`src/rtl/amcg_pkg.sv`:
```
package amcg_pkg;
  typedef enum logic [1:0] {
    SPD_SINGLE = 2'b00,
    SPD_DOUBLE = 2'b01,
    SPD_QUAD   = 2'b10
  } spd_e;

  typedef struct packed {
    logic [2:0] pre;
    spd_e       spd;
  } cfg_t;

  localparam int PRE_CW = 2;
  localparam int SPD_CW = 2;

  function automatic logic [2:0] norm_pre(input logic [2:0] c);
    return (c > 3'd4) ? 3'd0 : c;
  endfunction

  function automatic spd_e norm_spd(input logic [1:0] c);
    return (c == 2'b11) ? SPD_SINGLE : spd_e'(c);
  endfunction

  // last count of the pre-divider counter
  function automatic logic [PRE_CW-1:0] pre_last(input logic [2:0] c);
    case (c)
      3'd1:    return PRE_CW'(2);
      3'd2:    return PRE_CW'(1);
      3'd3:    return PRE_CW'(2);
      3'd4:    return PRE_CW'(3);
      default: return PRE_CW'(0);
    endcase
  endfunction

  // enables per half bit-clock period, minus one
  function automatic logic [SPD_CW-1:0] spd_last(input spd_e s);
    case (s)
      SPD_DOUBLE: return SPD_CW'(1);
      SPD_QUAD:   return SPD_CW'(0);
      default:    return SPD_CW'(3);
    endcase
  endfunction
endpackage

```
`src/rtl/amcg_prediv.sv`:
```
module amcg_prediv
  import amcg_pkg::*;
(
  input  logic       clk_i,
  input  logic       rst_ni,
  input  logic       clr_i,
  input  logic       hold_i,
  input  logic [2:0] pre_code_i,
  output logic       en_o
);
  logic [PRE_CW-1:0] cnt_q;
  logic [PRE_CW-1:0] last;
  logic              frac;

  always_comb begin
    last = pre_last(pre_code_i);
    frac = (pre_code_i == 3'd1);
    en_o = !hold_i && (frac ? (cnt_q != '0) : (cnt_q == last));
  end

  always_ff @(posedge clk_i or negedge rst_ni) begin
    if (!rst_ni)           cnt_q <= '0;
    else if (clr_i)        cnt_q <= '0;
    else if (cnt_q == last) cnt_q <= '0;
    else                   cnt_q <= cnt_q + 1'b1;
  end

  // back-to-back enables only for ratio 1 or the 1.5 pattern
  AST_PRE_EN_GAP: assert property (@(posedge clk_i) disable iff (!rst_ni)
    (en_o && $past(en_o) && !$past(clr_i)) |-> (frac || last == '0));
endmodule

```
`src/rtl/amcg_bitframe.sv`:
```
module amcg_bitframe
  import amcg_pkg::*;
#(
  parameter int HALF_BITS = 32,
  localparam int BW = $clog2(HALF_BITS)
) (
  input  logic              clk_i,
  input  logic              rst_ni,
  input  logic              en_i,
  input  logic              clr_i,
  input  logic [SPD_CW-1:0] spd_last_i,
  output logic              sclk_o,
  output logic              lrck_o,
  output logic              bit_tick_o,
  output logic              frame_tick_o,
  output logic              frame_evt_o
);
  logic [SPD_CW-1:0] hb_q;
  logic [BW-1:0]     bit_q;
  logic              sclk_q, lrck_q, btick_q, ftick_q;
  logic              tog, fall, lr_tog;

  always_comb begin
    tog         = en_i && (hb_q == spd_last_i);
    fall        = tog && sclk_q;
    lr_tog      = fall && (bit_q == BW'(HALF_BITS - 1));
    frame_evt_o = lr_tog && lrck_q;
  end

  always_ff @(posedge clk_i or negedge rst_ni) begin
    if (!rst_ni) begin
      hb_q    <= '0;
      bit_q   <= '0;
      sclk_q  <= 1'b0;
      lrck_q  <= 1'b0;
      btick_q <= 1'b0;
      ftick_q <= 1'b0;
    end else begin
      if (clr_i || tog) hb_q <= '0;
      else if (en_i)    hb_q <= hb_q + 1'b1;
      if (tog) sclk_q <= ~sclk_q;
      if (lr_tog)    bit_q <= '0;
      else if (fall) bit_q <= bit_q + 1'b1;
      if (lr_tog) lrck_q <= ~lrck_q;
      btick_q <= fall;
      ftick_q <= frame_evt_o;
    end
  end

  assign sclk_o       = sclk_q;
  assign lrck_o       = lrck_q;
  assign bit_tick_o   = btick_q;
  assign frame_tick_o = ftick_q;

  AST_LR_ON_SCLK_FALL: assert property (@(posedge clk_i) disable iff (!rst_ni)
    (lrck_q != $past(lrck_q)) |-> ($past(sclk_q) && !sclk_q));
  AST_BIT_TICK: assert property (@(posedge clk_i) disable iff (!rst_ni)
    btick_q |-> ($past(sclk_q) && !sclk_q));
  AST_FRAME_TICK: assert property (@(posedge clk_i) disable iff (!rst_ni)
    ftick_q |-> ($past(lrck_q) && !lrck_q));
endmodule

```
`src/rtl/audio_mclkgen.sv`:
```
module audio_mclkgen
  import amcg_pkg::*;
#(
  parameter int HALF_BITS = 32
) (
  input  logic       clk_i,
  input  logic       rst_ni,
  input  logic [2:0] pre_sel_i,
  input  logic [1:0] spd_sel_i,
  output logic       lrck_o,
  output logic       sclk_o,
  output logic       bit_tick_o,
  output logic       frame_tick_o
);
  cfg_t cfg_q;
  logic init_q;
  logic pre_en, frame_evt, load;

  assign load = init_q || frame_evt;

  always_ff @(posedge clk_i or negedge rst_ni) begin
    if (!rst_ni) begin
      init_q <= 1'b1;
      cfg_q  <= '{pre: 3'd0, spd: SPD_SINGLE};
    end else begin
      init_q <= 1'b0;
      if (load) begin
        cfg_q.pre <= norm_pre(pre_sel_i);
        cfg_q.spd <= norm_spd(spd_sel_i);
      end
    end
  end

  amcg_prediv u_prediv (
    .clk_i      (clk_i),
    .rst_ni     (rst_ni),
    .clr_i      (load),
    .hold_i     (init_q),
    .pre_code_i (cfg_q.pre),
    .en_o       (pre_en)
  );

  amcg_bitframe #(.HALF_BITS(HALF_BITS)) u_bitframe (
    .clk_i        (clk_i),
    .rst_ni       (rst_ni),
    .en_i         (pre_en),
    .clr_i        (load),
    .spd_last_i   (spd_last(cfg_q.spd)),
    .sclk_o       (sclk_o),
    .lrck_o       (lrck_o),
    .bit_tick_o   (bit_tick_o),
    .frame_tick_o (frame_tick_o),
    .frame_evt_o  (frame_evt)
  );

  AST_CFG_HOLD: assert property (@(posedge clk_i) disable iff (!rst_ni)
    !load |=> $stable(cfg_q));
endmodule

```
`config.mk`:
```
export PLATFORM = sky130hd
export DESIGN_NAME = audio_mclkgen
export DESIGN_NICKNAME = d
export VERILOG_FILES = /design/src/rtl/amcg_pkg.sv /design/src/rtl/amcg_prediv.sv /design/src/rtl/amcg_bitframe.sv /design/src/rtl/audio_mclkgen.sv
export SDC_FILE = /design/constraint.sdc
export NUM_CORES = 1
export LEC_CHECK = 0
export ABC_AREA = 1
export BUFFER_PORTS_ARGS = -buffer_cell sky130_fd_sc_hd__clkbuf_2
export CAP_MARGIN = 30
export CORE_ASPECT_RATIO = 0.9
export CORE_MARGIN = 1.5
export CORE_UTILIZATION = 30
export CTS_BUF_LIST = sky130_fd_sc_hd__clkbuf_16
export CTS_CLUSTER_DIAMETER = 80
export CTS_CLUSTER_SIZE = 30
export DETAILED_ROUTE_END_ITERATION = 12
export PLACE_DENSITY_LB_ADDON = 0.08
export SLEW_MARGIN = 25
export SYNTH_ARGS = -nofsm -noshare
export SYNTH_HDL_FRONTEND = slang
export SYNTH_SLANG_ARGS = --single-unit
```
`constraint.sdc`:
```
create_clock -name clk_i -period 1.6 [get_ports clk_i]
set_input_delay 0.24 -clock clk_i [delete_from_list [all_inputs] [get_ports clk_i]]
set_output_delay 0.24 -clock clk_i [all_outputs]
set_load 0.05 [all_outputs]
```
* Word level (Yosys, flattened, before mapping)
Index checks and enable logic that the tools add are counted.
** Storage, ports and cells
- Input port bits :: 7
- Register bits after elaboration :: 19
- Output and inout bits :: 4
- Logic and storage cells :: 49
** Cells by class
- Eq/ne operators :: 10
- Order comparisons :: 1
- Add/sub/neg operators :: 3
- Reduce and logical (&&, ||, !) cells :: 12
- Mux-type cells :: 11
- Bitwise logic cells :: 2
** Operator list (number)
- 2-bit 2-to-1 mux :: 5
- 5-bit 2-to-1 mux :: 2
- 3-bit by 2-bit equality test with 1-bit output (second input constant) :: 2
- 2-bit one-hot mux with 3 select lines :: 1
- 2-bit nonzero test :: 3
- 5-bit by 1-bit adder with 5-bit output (second input constant) :: 1
- 5-bit equality test (second input constant) :: 1
- 1-bit logical AND :: 5
- 2-bit by 1-bit adder with 2-bit output (second input constant) :: 2
- 2-bit equality test :: 2
- 2-bit equality test (second input constant) :: 2
- 2-bit one-hot mux with 2 select lines :: 1
- 3-bit by 1-bit equality test with 1-bit output (second input constant) :: 1
- 3-bit equality test (second input constant) :: 1
- 3-bit > comparator (second input constant) :: 1
- 3-bit 2-to-1 mux :: 1
- 2-bit by 1-bit equality test with 1-bit output (second input constant) :: 1
- 1-bit logical OR :: 2
- 1-bit NOT :: 2
- 2-bit OR reduction :: 1
- 1-bit zero test :: 1
- 1-bit 2-to-1 mux :: 1

* Depth between registers and ports, before layout
- Depth after elaboration :: 13
- Depth in mapped cells :: 13

* By module
A second synthesis with hierarchy kept.
** Unflattened totals
- Cell total of the unflattened synthesis :: 136
- Area total of the unflattened synthesis :: 1069.8 um2
** Modules (own cells, without submodules)
- amcg_bitframe :: cells each 74, times used 1, seq. area each 275.3 um2, area an instance 618.1 um2
- audio_mclkgen :: cells each 33, times used 1, seq. area each 151.4 um2, area an instance 281.5 um2
- amcg_prediv :: cells each 29, times used 1, seq. area each 50.0 um2, area an instance 170.2 um2

* Least setup slack after synthesis
No wires, ideal clock.
- Kind :: reg2reg
- Start point :: register cfg_q[0] in the netlist's numbering
- End point :: register u_bitframe.bit_q[3]
- Library setup time :: 0.119 ns
- Arrival :: 1.522 ns
- Buffers on the path :: 1
- Slack :: -0.041 ns
- Cell stages (with the launch flop) :: 11
- Period minus slack after synthesis :: 1.641 ns
- Cells stage by stage :: dfrtp_1 inv_1 ha_1 xor2_1 nor2_1 nand3_4 nor2_4 buf_6 inv_2 o21ai_2 nor2_1
** Between the ends
- Word-level cells in the longest chain between the ends :: 7
** Ends and longest elaborated chain
- from (decl) :: line audio_mclkgen.sv:15 : cfg_t cfg_q;
- from (signal assigned) :: line audio_mclkgen.sv:24 : cfg_q <= '{pre: 3'd0, spd: SPD_SINGLE};
- 2-bit equality test or 2-bit by 1-bit equality test with 1-bit output (tied branches) :: line amcg_pkg.sv:37 : case (s)
- 2-bit one-hot mux with 2 select lines * :: line amcg_pkg.sv:37
- 2-bit equality test * :: line amcg_bitframe.sv:24 : tog = en_i && (hb_q == spd_last_i);
- 1-bit logical AND * :: line amcg_bitframe.sv:24
- 1-bit logical AND * :: line amcg_bitframe.sv:25 : fall = tog && sclk_q;
- via u_bitframe.fall :: line amcg_bitframe.sv:21 : logic tog, fall, lr_tog;
- 1-bit logical AND :: line amcg_bitframe.sv:26 : lr_tog = fall && (bit_q == BW'(HALF_BITS - 1));
- 5-bit 2-to-1 mux or 2-bit nonzero test (tied branches)
- to (signal assigned) :: line amcg_bitframe.sv:43 : else if (fall) bit_q <= bit_q + 1'b1;
- to (decl) :: line amcg_bitframe.sv:19 : logic [BW-1:0] bit_q;
The timed path passes the listed nets; every way through them passes the cells marked *.
A chain may end at the register's enable or synchronous reset.

* Worst setup path after layout
- Start point :: register cfg_q[0] in the netlist's numbering
- End point :: register u_bitframe.bit_q[3]
** Between the ends
- Word-level cells in the longest chain between the ends :: 7
** Ends and longest elaborated chain (line)
- 2-bit equality test or 2-bit by 1-bit equality test with 1-bit output (tied branches) :: amcg_pkg.sv:37
- 2-bit one-hot mux with 2 select lines * :: amcg_pkg.sv:37
- 2-bit equality test * :: amcg_bitframe.sv:24
- 1-bit logical AND * :: amcg_bitframe.sv:24
- 1-bit logical AND * :: amcg_bitframe.sv:25
- 1-bit logical AND :: amcg_bitframe.sv:26
- 5-bit 2-to-1 mux or 2-bit nonzero test (tied branches)
Mark *: on every way between the ends. The rest lies on a longest branch, timed or not.

==> results.toml <==
[critical_path]
ff2ff_path_depth = 10
cp.required_ns = 1.74
crit_fanout = 8
startpoint_type = "flop"
r2r_start = "cfg_q[0]"
max_stage_delay_ns = 0.34
path_class = "reg -> reg"
regToRegEndpoint = "u_bitframe.bit_q[3]"
worst_ep_arrival_time_ns = 1.84
r2r_setup_slack_ns = -0.10
critPathSlowestCell = "dfrtp_1"
cp-end-kind = "flop"
path_cells = "inv_1 > ha_1 > xor2_1 > nor2_2 > nand3_4 > nor2_4 > buf_6 > inv_6 > o21ai_2 > nor2_1"

[power]
p_clk_share_pct = 34.7
irDropWorstVdd_mv = 0.430
powerDensity_nw_per_um2 = 1130
p_total_mw = 1.44
p_switching_mw = 0.432
comb_power_share_pct = 25.0
p_int_mw = 1.01
swShare_pct = 29.9
pwr-share-seq_pct = 40.3
p_leak_nw = 0.654

[sta]
max_freq_mhz = 588
fin_ws_ns = -0.101
setup_violations = 15
layout_worst_path_cycle_share_pct = 106
period_needed_ns = 1.70
drv_slew = 0
worst_clock_skew_ns = 0.000903
rsz0062_at_grt = "yes"
hold_violations = 0
fin_tns_setup_ns = -1.00

[cells_and_area]
layout.nets = 151
antennaDiodeCount = 0
fin_cells = 181
syn_to_final_growth_pct = 25.3
drive_above_1_share_pct = 29.5
utilization_pct = 40.6

[logic_synthesis]
synth_most_common_cell = "nand2_1"
ys_types = 24
synth_top_cells_by_count = "nand2_1, dfrtp_1, nor2_1"
ys_async_sr_fraction_pct = 100
yosys.area.top_type_share_pct = 44.0
postSynthCellCount = 118
synth_area_per_cell_sq_um = 8.67
ys_ff_latch = 19
synth-seq-area-share_pct = 46.6
synth_top_flop_cell = "dfrtp_1"
synth_area_sq_um = 1020
synth_largest_area_cell = "dfrtp_1"
ys_warn_count = 0
synth_nets = 129
synth_area_leaders = "dfrtp_1, nand2_1, nand3_1"
synth-edff-count = 0

[clocking]
cts.path.max_buffers = 2
clkTransAtPathRegs_ns = 0.05
cts_setup_buffers = 0
cts_tree = "built"
cts_num_sinks = 19
htreeDepth = 1
clockRootBuffer = "clkbuf_16"
numCtsBuffers = 3
clk-insertion-delay-late_ns = 0.25

[grt]
use_met1_pct = 15.4
grt-busiest-layer = "met2"
grt_overflow = 0
grt_usage_pct = 11.4
grt_pass1_wl_um = 3280
grt_max_degree = 20
grt_util_met2_pct = 17.7
grt_pass1_vias = 773
use_met3_pct = 2.29
grt_antenna_before_repair = 0

[place]
post-place-cells = 176
gp_congestion = 0.771
io_buffers = 10
dp_hpwl_um = 1450
dp_slack_ns = -0.146

[drt]
wire_per_inst_um = 10.3
firstDrtPassIters = 4
drt.antenna.violating_nets = 0
drt_iter0_markers = 25
vias = 776
via_per_inst = 4.29
finalWirelength_um = 1870
drc_errors = 0

[hold_path]
min_to = "cfg_q[4]"
worstHoldStart = "pre_sel_i[1]"
hp-class = "in -> reg"
whs_path_depth = 4

[status]
violations = "negative setup slack"
status = "finished with violations"

[die]
rows = 19
initial_core_util_pct = 32.4
ioPinCount = 11
die_area_sq_um = 3770
coreArea_sq_um = 3160
die_height_um = 58.4
fp.dieW_um = 64.6

[flow_run]
drv_cap = 0
## metal layers
| metal | vias up | share of wire (%) |
|---|---|---|
| li1 | 408 | - |
| met1 | 356 | 53 |
| met2 | 7 | 43 |
| met3 | 5 | 2.5 |
| met4 | 0 | 1.7 |
| met5 | - | 0 |
## cells by family (layout without fill, tap and decap cells)
group	after synthesis	after routing	share of synthesized area (%)
buffers and inverters	17	38	6.97
adder cells (fa/ha/maj)	4	4	4.89
flip-flops	19	19	46.6
XOR/XNOR	5	5	4.28
AND/OR/NAND/NOR	64	64	31.9
other	1	1	0.366
AO/OA/AOI/OAI	8	8	5.01
## stage by stage
step	cell area (sq um)	hold WS, ns
floorplan	1030	-0.0556
global placement	1170	0.224
detailed placement	1170	0.227
CTS	1270	0.262
global route	1280	0.289
finish	1280	0.257
## critical path, delay by kind of cell, from the launching register on
family,cells,cell delay [ns]
adder cells (fa/ha/maj),1,0.29
XOR/XNOR,1,0.17
flip-flops,1,0.34
AND/OR/NAND/NOR,4,0.44
AO/OA/AOI/OAI,1,0.10
buffers and inverters,3,0.25
## cell usage in the layout (no fill, tap or decap), types with 2 or more instances in the layout
master and instances:
nor2_1 14, clkbuf_16 3, ha_1 4, nand2_2 7, buf_4 6, nand3_1 11
inv_1 15, xnor2_1 2, clkbuf_2 10, nand2_4 3, nor2_2 2, a21oi_1 3
dfrtp_1 18, nand2_1 22, xor2_1 3, nand3_4 2
## worst max path at each step
stage / from / end / slack (ns) / cells after the start
2_1_floorplan: cfg_q[0] / u_bitframe.bit_q[3] / -0.04 / 10
6_report: cfg_q[0] / u_bitframe.bit_q[3] / -0.10 / 10
3_3_place_gp: cfg_q[0] / u_bitframe.bit_q[3] / -0.11 / 10
3_5_place_dp: cfg_q[0] / u_bitframe.bit_q[3] / -0.15 / 10
4_1_cts: cfg_q[0] / u_bitframe.hb_q[0] / -0.14 / 9
5_1_grt: cfg_q[0] / cfg_q[1] / -0.22 / 10
## registers in the layout (all words and copies together) (netlist names)
signal,cells
cfg_q,5
u_bitframe.bit_tick_o,1
u_bitframe.bit_q,5
u_bitframe.sclk_o,1
u_bitframe.frame_tick_o,1
u_prediv.cnt_q,2
init_q,1
u_bitframe.lrck_o,1
u_bitframe.hb_q,2
## area by class of cell
type                            instances  area, sq um
Clock buffer                            3         75.1
Clock inverter                          1         3.75
Sequential cell                        19          477
Inverter                               16         65.1
Timing Repair Buffer                   18          116
Fill cell                             327         1880
Multi-Input combinational cell         82          493
Tap cell                               42         52.6
## what timing repair did
| item | in CTS | in global routing |
|---|---|---|
| resized for setup | 4 | 5 |
| endpoints found under the setup margin | 15 | 17 |
| hold buffers | 1 | 0 |
| hold endpoints to repair | 18 | 0 |
| pin swaps | 2 | 1 |
## power groups by stage
stage	clock network, mW	registers, mW	logic (mW)
after floorplan	0	0.626	0.209
after global placement	0	0.590	0.351
after detailed placement	0	0.590	0.349
after CTS	0.509	0.582	0.356
after global routing	0.538	0.590	0.403
final	0.501	0.583	0.361
Power figures use the tool's default switching activity.
